$ cat src/rtl/bseq_pkg.sv
package bseq_pkg;
  typedef enum logic [1:0] {
    CT_IDLE,
    CT_LAUNCH,
    CT_WAIT_HI,
    CT_WAIT_LO
  } ctrl_state_t;

  typedef enum logic {
    WK_IDLE,
    WK_RUN
  } work_state_t;
endpackage

$ cat src/rtl/bseq_worker.sv
module bseq_worker #(
  parameter int STEPS = 3
) (
  input  logic clk,
  input  logic rst,
  input  logic launch,
  output logic busy
);
  import bseq_pkg::*;

  localparam int SW = $clog2(STEPS + 1);
  localparam logic [SW-1:0] LAST_STEP = SW'(STEPS - 1);

  work_state_t     state;
  logic [SW-1:0]   step;

  always_ff @(posedge clk) begin
    if (rst) begin
      state <= WK_IDLE;
      step  <= '0;
    end else begin
      case (state)
        WK_IDLE: begin
          step <= '0;
          if (launch) state <= WK_RUN;
        end
        WK_RUN: begin
          if (step == LAST_STEP) begin
            state <= WK_IDLE;
            step  <= '0;
          end else begin
            step <= step + 1'b1;
          end
        end
        default: state <= WK_IDLE;
      endcase
    end
  end

  // idle state itself is what pulls the flag low
  assign busy = (state != WK_IDLE);
endmodule

$ cat src/rtl/bseq_run_counter.sv
module bseq_run_counter #(
  parameter int RUNS = 2,
  parameter int CW   = $clog2(RUNS + 1)
) (
  input  logic          clk,
  input  logic          rst,
  input  logic          clr,
  input  logic          inc,
  output logic [CW-1:0] count,
  output logic          last
);
  localparam logic [CW-1:0] FINAL_IDX = CW'(RUNS - 1);

  always_ff @(posedge clk) begin
    if (rst || clr) count <= '0;
    else if (inc)   count <= count + 1'b1;
  end

  assign last = (count == FINAL_IDX);
endmodule

$ cat src/rtl/bseq_controller.sv
module bseq_controller (
  input  logic clk,
  input  logic rst,
  input  logic start,
  input  logic busy,
  input  logic last,
  output logic launch,
  output logic clr,
  output logic inc,
  output logic done
);
  import bseq_pkg::*;

  ctrl_state_t state;

  assign launch = (state == CT_LAUNCH);
  assign clr    = (state == CT_IDLE) && start;
  assign inc    = (state == CT_WAIT_LO) && !busy;

  always_ff @(posedge clk) begin
    if (rst) begin
      state <= CT_IDLE;
      done  <= 1'b0;
    end else begin
      done <= 1'b0;
      case (state)
        CT_IDLE:    if (start) state <= CT_LAUNCH;
        CT_LAUNCH:  state <= CT_WAIT_HI;
        CT_WAIT_HI: if (busy) state <= CT_WAIT_LO;
        CT_WAIT_LO: begin
          if (!busy) begin
            if (last) begin
              state <= CT_IDLE;
              done  <= 1'b1;
            end else begin
              state <= CT_LAUNCH;
            end
          end
        end
        default: state <= CT_IDLE;
      endcase
    end
  end
endmodule

$ cat src/rtl/burst_sequencer.sv
module burst_sequencer #(
  parameter int RUNS  = 2,
  parameter int STEPS = 3,
  parameter int CW    = $clog2(RUNS + 1)
) (
  input  logic          clk,
  input  logic          rst,
  input  logic          start,
  output logic          busy,
  output logic          done,
  output logic [CW-1:0] run_count
);
  logic launch_pulse;
  logic cnt_clr;
  logic cnt_inc;
  logic cnt_last;

  bseq_controller u_ctrl (
    .clk    (clk),
    .rst    (rst),
    .start  (start),
    .busy   (busy),
    .last   (cnt_last),
    .launch (launch_pulse),
    .clr    (cnt_clr),
    .inc    (cnt_inc),
    .done   (done)
  );

  bseq_worker #(.STEPS(STEPS)) u_work (
    .clk    (clk),
    .rst    (rst),
    .launch (launch_pulse),
    .busy   (busy)
  );

  bseq_run_counter #(.RUNS(RUNS), .CW(CW)) u_cnt (
    .clk   (clk),
    .rst   (rst),
    .clr   (cnt_clr),
    .inc   (cnt_inc),
    .count (run_count),
    .last  (cnt_last)
  );
endmodule

$ cat config.mk
export PLATFORM = sky130hd
export DESIGN_NAME = burst_sequencer
export DESIGN_NICKNAME = d
export VERILOG_FILES = /design/src/rtl/bseq_pkg.sv /design/src/rtl/bseq_worker.sv /design/src/rtl/bseq_run_counter.sv /design/src/rtl/bseq_controller.sv /design/src/rtl/burst_sequencer.sv
export SDC_FILE = /design/constraint.sdc
export NUM_CORES = 1
export LEC_CHECK = 0
export ABC_AREA = 0
export CAP_MARGIN = 25
export CORE_AREA = 2 2 39 41
export CTS_BUF_LIST = sky130_fd_sc_hd__clkbuf_4
export DETAILED_ROUTE_END_ITERATION = 12
export DIE_AREA = 0 0 41 43
export HOLD_SLACK_MARGIN = 0.03
export PLACE_DENSITY = 0.64
export SYNTH_ARGS = -nofsm -noshare
export SYNTH_HDL_FRONTEND = slang
export SYNTH_HIERARCHICAL = 1
export SYNTH_SLANG_ARGS = --single-unit
$ cat constraint.sdc
create_clock -name clk -period 1.7 [get_ports clk]
set_input_delay 0.425 -clock clk [delete_from_list [all_inputs] [get_ports clk]]
set_output_delay 0.425 -clock clk [all_outputs]
set_load 0.02 [all_outputs]
# ---- Yosys cells after proc, flatten, opt, wreduce, memory -nomap -nowiden
# Cells that the tools add are included.
dict set report classes {
  addsub 2
  n_eq_ne 8
  muxes 11
  bitwise_logic 2
  reduce_logical 7
}
# operator count
set ops {}
lappend ops {{$mux 2} 4}
lappend ops {{$pmux 2 s4} 1}
lappend ops {{$eq 2x2->1 const B} 3}
lappend ops {{$add 2x1->2 const B} 2}
lappend ops {{$eq 2x1->1 const B} 2}
lappend ops {{$mux 1} 4}
lappend ops {{$ne 2x2->1 const B} 2}
lappend ops {{$pmux 2 s2} 1}
lappend ops {{$reduce_and 3->1} 1}
lappend ops {{$reduce_or 3->1} 1}
lappend ops {{$logic_and 1x1->1} 2}
lappend ops {{$logic_not 2->1} 1}
lappend ops {{$ne 2x1->1 const B} 1}
lappend ops {{$not 1->1} 2}
lappend ops {{$pmux 1 s2} 1}
lappend ops {{$logic_not 1->1} 1}
lappend ops {{$logic_or 1x1->1} 1}
dict set report word_totals {
  ff_bits 8
  inputBits 3
  output_inout_bits 4
  word_cells 35
}

# ---- Depth between registers and ports, before layout
dict set report depth {
  depth_word 4
  ltp_mapped 5
  ltp_nobuf 5
}

# ---- Modules after synthesis
# The synthesis kept the hierarchy.
# mod n_inst cells_each area_each_um2 seq_area_each_um2
set modules_own_cells {}
lappend modules_own_cells {bseq_controller 1 25 244.0 60.1}
lappend modules_own_cells {bseq_worker 1 10 103.8 60.1}
lappend modules_own_cells {bseq_run_counter 1 8 93.8 40.0}

# ---- Least setup slack after synthesis
# No wires, ideal clock.
dict set report synth_timing {
  path_type {reg-to-reg}
  from {reg u_ctrl.state[0]}
  to {reg u_ctrl.state[0]}
  setup_ps 88
  arrival_time_ps 1376
  required_time_ps 1612
  path_slack_ps 236
  path_stages_with_launch 6
  n_path_buf 0
  period_less_slack_ps 1464
  cell_sequence {dfxtp_1 inv_1 ha_1 mux2_4 o31a_1 a311oi_2}
}
dict set report synth_between {
  elab_chain_cells 3
  elab_cells_between_ends 9
  classes_between {6 x eq/ne; 1 x mux; 2 x reduce/logical}
}
# item line_no
set synth_rtl {}
lappend synth_rtl {{from (decl)} bseq_controller.sv:14} ;# ctrl_state_t state;
lappend synth_rtl {{from (signal assigned)} bseq_controller.sv:22} ;# state <= CT_IDLE;
lappend synth_rtl {{from (signal assigned)} bseq_controller.sv:27} ;# CT_IDLE: if (start) state <= CT_LAUNCH;
lappend synth_rtl {{from (signal assigned)} bseq_controller.sv:28} ;# CT_LAUNCH: state <= CT_WAIT_HI;
lappend synth_rtl {{$eq 2x2->1 / $logic_not 2->1 (equally long branches)} bseq_controller.sv:26} ;# case (state)
lappend synth_rtl {{$ne 2x2->1 (no line) / $ne 2x1->1 (equally long branches)} n/a}
lappend synth_rtl {{$reduce_and 3->1 (no line)} n/a}
# Parallel ways exist; a longest one is shown, timed or not.
# A chain may end at the register's enable or synchronous reset.

# ---- Worst setup path after layout
# Same ends and word-level chain as after synthesis.

==> results.cfg <==
[setup_path]
crit_family = compound AO/OA/AOI/OAI gates
worst_setup_path_end_kind = register
r2r_cells = 5
critical-path-slowest-cell = dfxtp_1
path_max_fanout = 5
critPathLaunchType = register
critPathMaxStageDelay_ns = 0.37
crit_type = reg -> reg
arrival_ns = 1.79
critical_path_buf_inv_count = 1
cp.depth = 5
path_cells = inv_1 > ha_1 > mux2_4 > o31a_1 > a311oi_2
cp.required_ns = 1.88

[yosys]
postSynthAreaPerCell_um2 = 10.3
yosys.area.top_type_share_pct = 36.3
ys.warnings.count = 6
synth_top_family_by_area = adder cells
yosys-top-cells-area = dfxtp_1 (36%), ha_1 (20%), inv_1 (4.2%)
synthXorXnorAreaFrac_pct = 1.98
syn_nets = 53
syn-cell-area_um2 = 442
yosysSeqAreaShare_pct = 36.3
ys_types = 21
synth_compound_area_share_pct = 14.4
synthMuxAreaShare_pct = 5.67
yosys.area.top_type = dfxtp_1
synth-simple-area-share_pct = 17.6
syn-instance-count = 43
ys_seq_elements = 8
synthAdderAreaFrac_pct = 19.8

[routing]
routedWlPerCell_um = 11.4
ant_nets = 0
vias = 344
first_pass_iters = 1
finalWirelength_um = 799
drc = 0
drt_iter0_drc = 0
vias_per_cell = 4.91

[hold_path]
hold_class = reg -> reg
whs_path_depth = 1

[finish]
stdcell_area_um2 = 564
mostFrequentLayoutCells = dfxtp_1 (8), ha_1 (7), inv_1 (5), nor2_1 (5), clkdlybuf4s50_1 (4)
nNetsFinal = 66
syn_to_final_growth_pct = 27.8
final_common_cell = dfxtp_1
antenna_cells = 0
fin_util_pct = 40.8
n_fill_cell = 141
drive_gt1_share_pct = 18.5

[cts]
cts-root-buf = clkbuf_4
postCtsSetupBuffers = 0
cts_htree_levels = 1
cts_resized = 0
cts.clk_slew.worst_paths_ns = 0.06
clkLatencyLatePin_ns = 0.27
numCtsBuffers = 3
clk_path_buf_depth = 2
cts_tree = built
clkSinkCount = 8
holdBufCountCts = 0

[placement]
place_area_um2 = 537
placement.io_buffers = 6
dp_hpwl_um = 615
dpl_worst_slack_ns = 0.0862
gp_congestion = 0.708

[sta]
min_period_ns = 1.61
max_freq_mhz = 620
fin_ws_ns = 0.0873
final_hold_viol_count = 0
drv_slew = 0
worst_pin_slew_ns = 0.242
slew_headroom_pct = 83.4
worst_clock_skew_ns = 0.00711
rsz0062_at_grt = false
final.period_utilization_pct = 94.9
setup_tns_ns = 0
finalSetupViolations = 0

[power]
power.total_mw = 0.794
p_per_area_mw_per_mm2 = 1410
max-vdd-ir-drop_v = 0.000555
leakagePower_nw = 0.254

[global_route]
grt.total_usage_pct = 11.6
grt_pass1_wl_um = 1220
antenna_found_initial = 0
grt_pass1_vias = 297
overflow = 0
grt_max_degree = 7

[die]
num_rows = 14
coreArea_mm2 = 0.00138
die_x_um = 41
start_util_pct = 31.9
dieArea_mm2 = 0.00176
ios = 7
die_h_um = 43

[run]
drv_cap = 0

[run_status]
outcome = completed
## area by class of cell
class	instances	area [um^2]	area share [%]
clock buffers	3	22.5	3.99
inverters	5	18.8	3.33
multi-input cells	30	263	46.6
flip-flops and latches	8	160	28.4
well taps	16	20.0	3.55
repair buffers	8	80.1	14.2
## power breakdown
part	leakage, nW	switching (mW)	internal [mW]
Sequential	0.0653	0.0368	0.230
Clock	0.0138	0.0731	0.0814
Combinational	0.175	0.194	0.179
Total	0.254	0.303	0.491
## Yosys cell counts
cell and number:
nor3_2 1, dfxtp_1 8, nor2b_1 1, a2111oi_2 1, nor2_1 5, a311oi_2 1, mux2_4 1, and2b_2 1
a21oi_1 1, nor3b_1 1, ha_1 7, mux2i_1 1, nand3_1 1, a211oi_1 2, inv_1 5, xnor2_1 1
and2_1 1, nand2b_1 1, o21ai_0 1, or3b_1 1, o31a_1 1
## per-layer routing
layer | GRT usage, % | wire length [um] | vias up
li1 | - | - | 170
met1 | 11.5 | 335 | 161
met2 | 16.6 | 390 | 9
met3 | 4.71 | 40 | 4
met4 | 12.0 | 32 | 0
met5 | 0 | 0 | -
## cell families after synthesis
| logic type | Yosys count |
|---|---|
| simple gates | 13 |
| flops | 8 |
| compound gates | 7 |
| fa+ha+maj | 7 |
| buf+inv | 5 |
| mux | 2 |
| xor+xnor | 1 |
## worst register-to-register path, delay by kind of cell, from the launching register on
family / cells / cell delay, ns
AO/OA/AOI/OAI: 2 / 0.52
flip-flops: 1 / 0.37
multiplexers: 1 / 0.28
adder cells (fa/ha/maj): 1 / 0.23
buffers and inverters: 1 / 0.13
## path summary, 6_finish.rpt
| check | startpoint | end | slack (ns) |
|---|---|---|---|
| max | u_ctrl/state[0] | u_ctrl/state[0] | 0.09 |
| min | u_work/step[0] | u_work/step[0] | 0.41 |
| max reg2reg | u_ctrl/state[0] | u_ctrl/state[0] | 0.09 |
| min reg2reg | u_work/step[0] | u_work/step[0] | 0.41 |
## stage by stage
step	hold WS, ns	cells
floorplan	0.391	43
global placement	0.401	67
detailed placement	0.404	67
CTS	0.412	70
global route	0.437	70
finish	0.408	70
## sequential cells by signal, summed over array words and instances, names as in the netlist
| signal | flops |
|---|---|
| u_ctrl/done | 1 |
| u_work/busy | 1 |
| u_cnt/count | 2 |
| u_ctrl/state | 2 |
| u_work/step | 2 |
No activity file was read; power rests on OpenSTA's default activity.
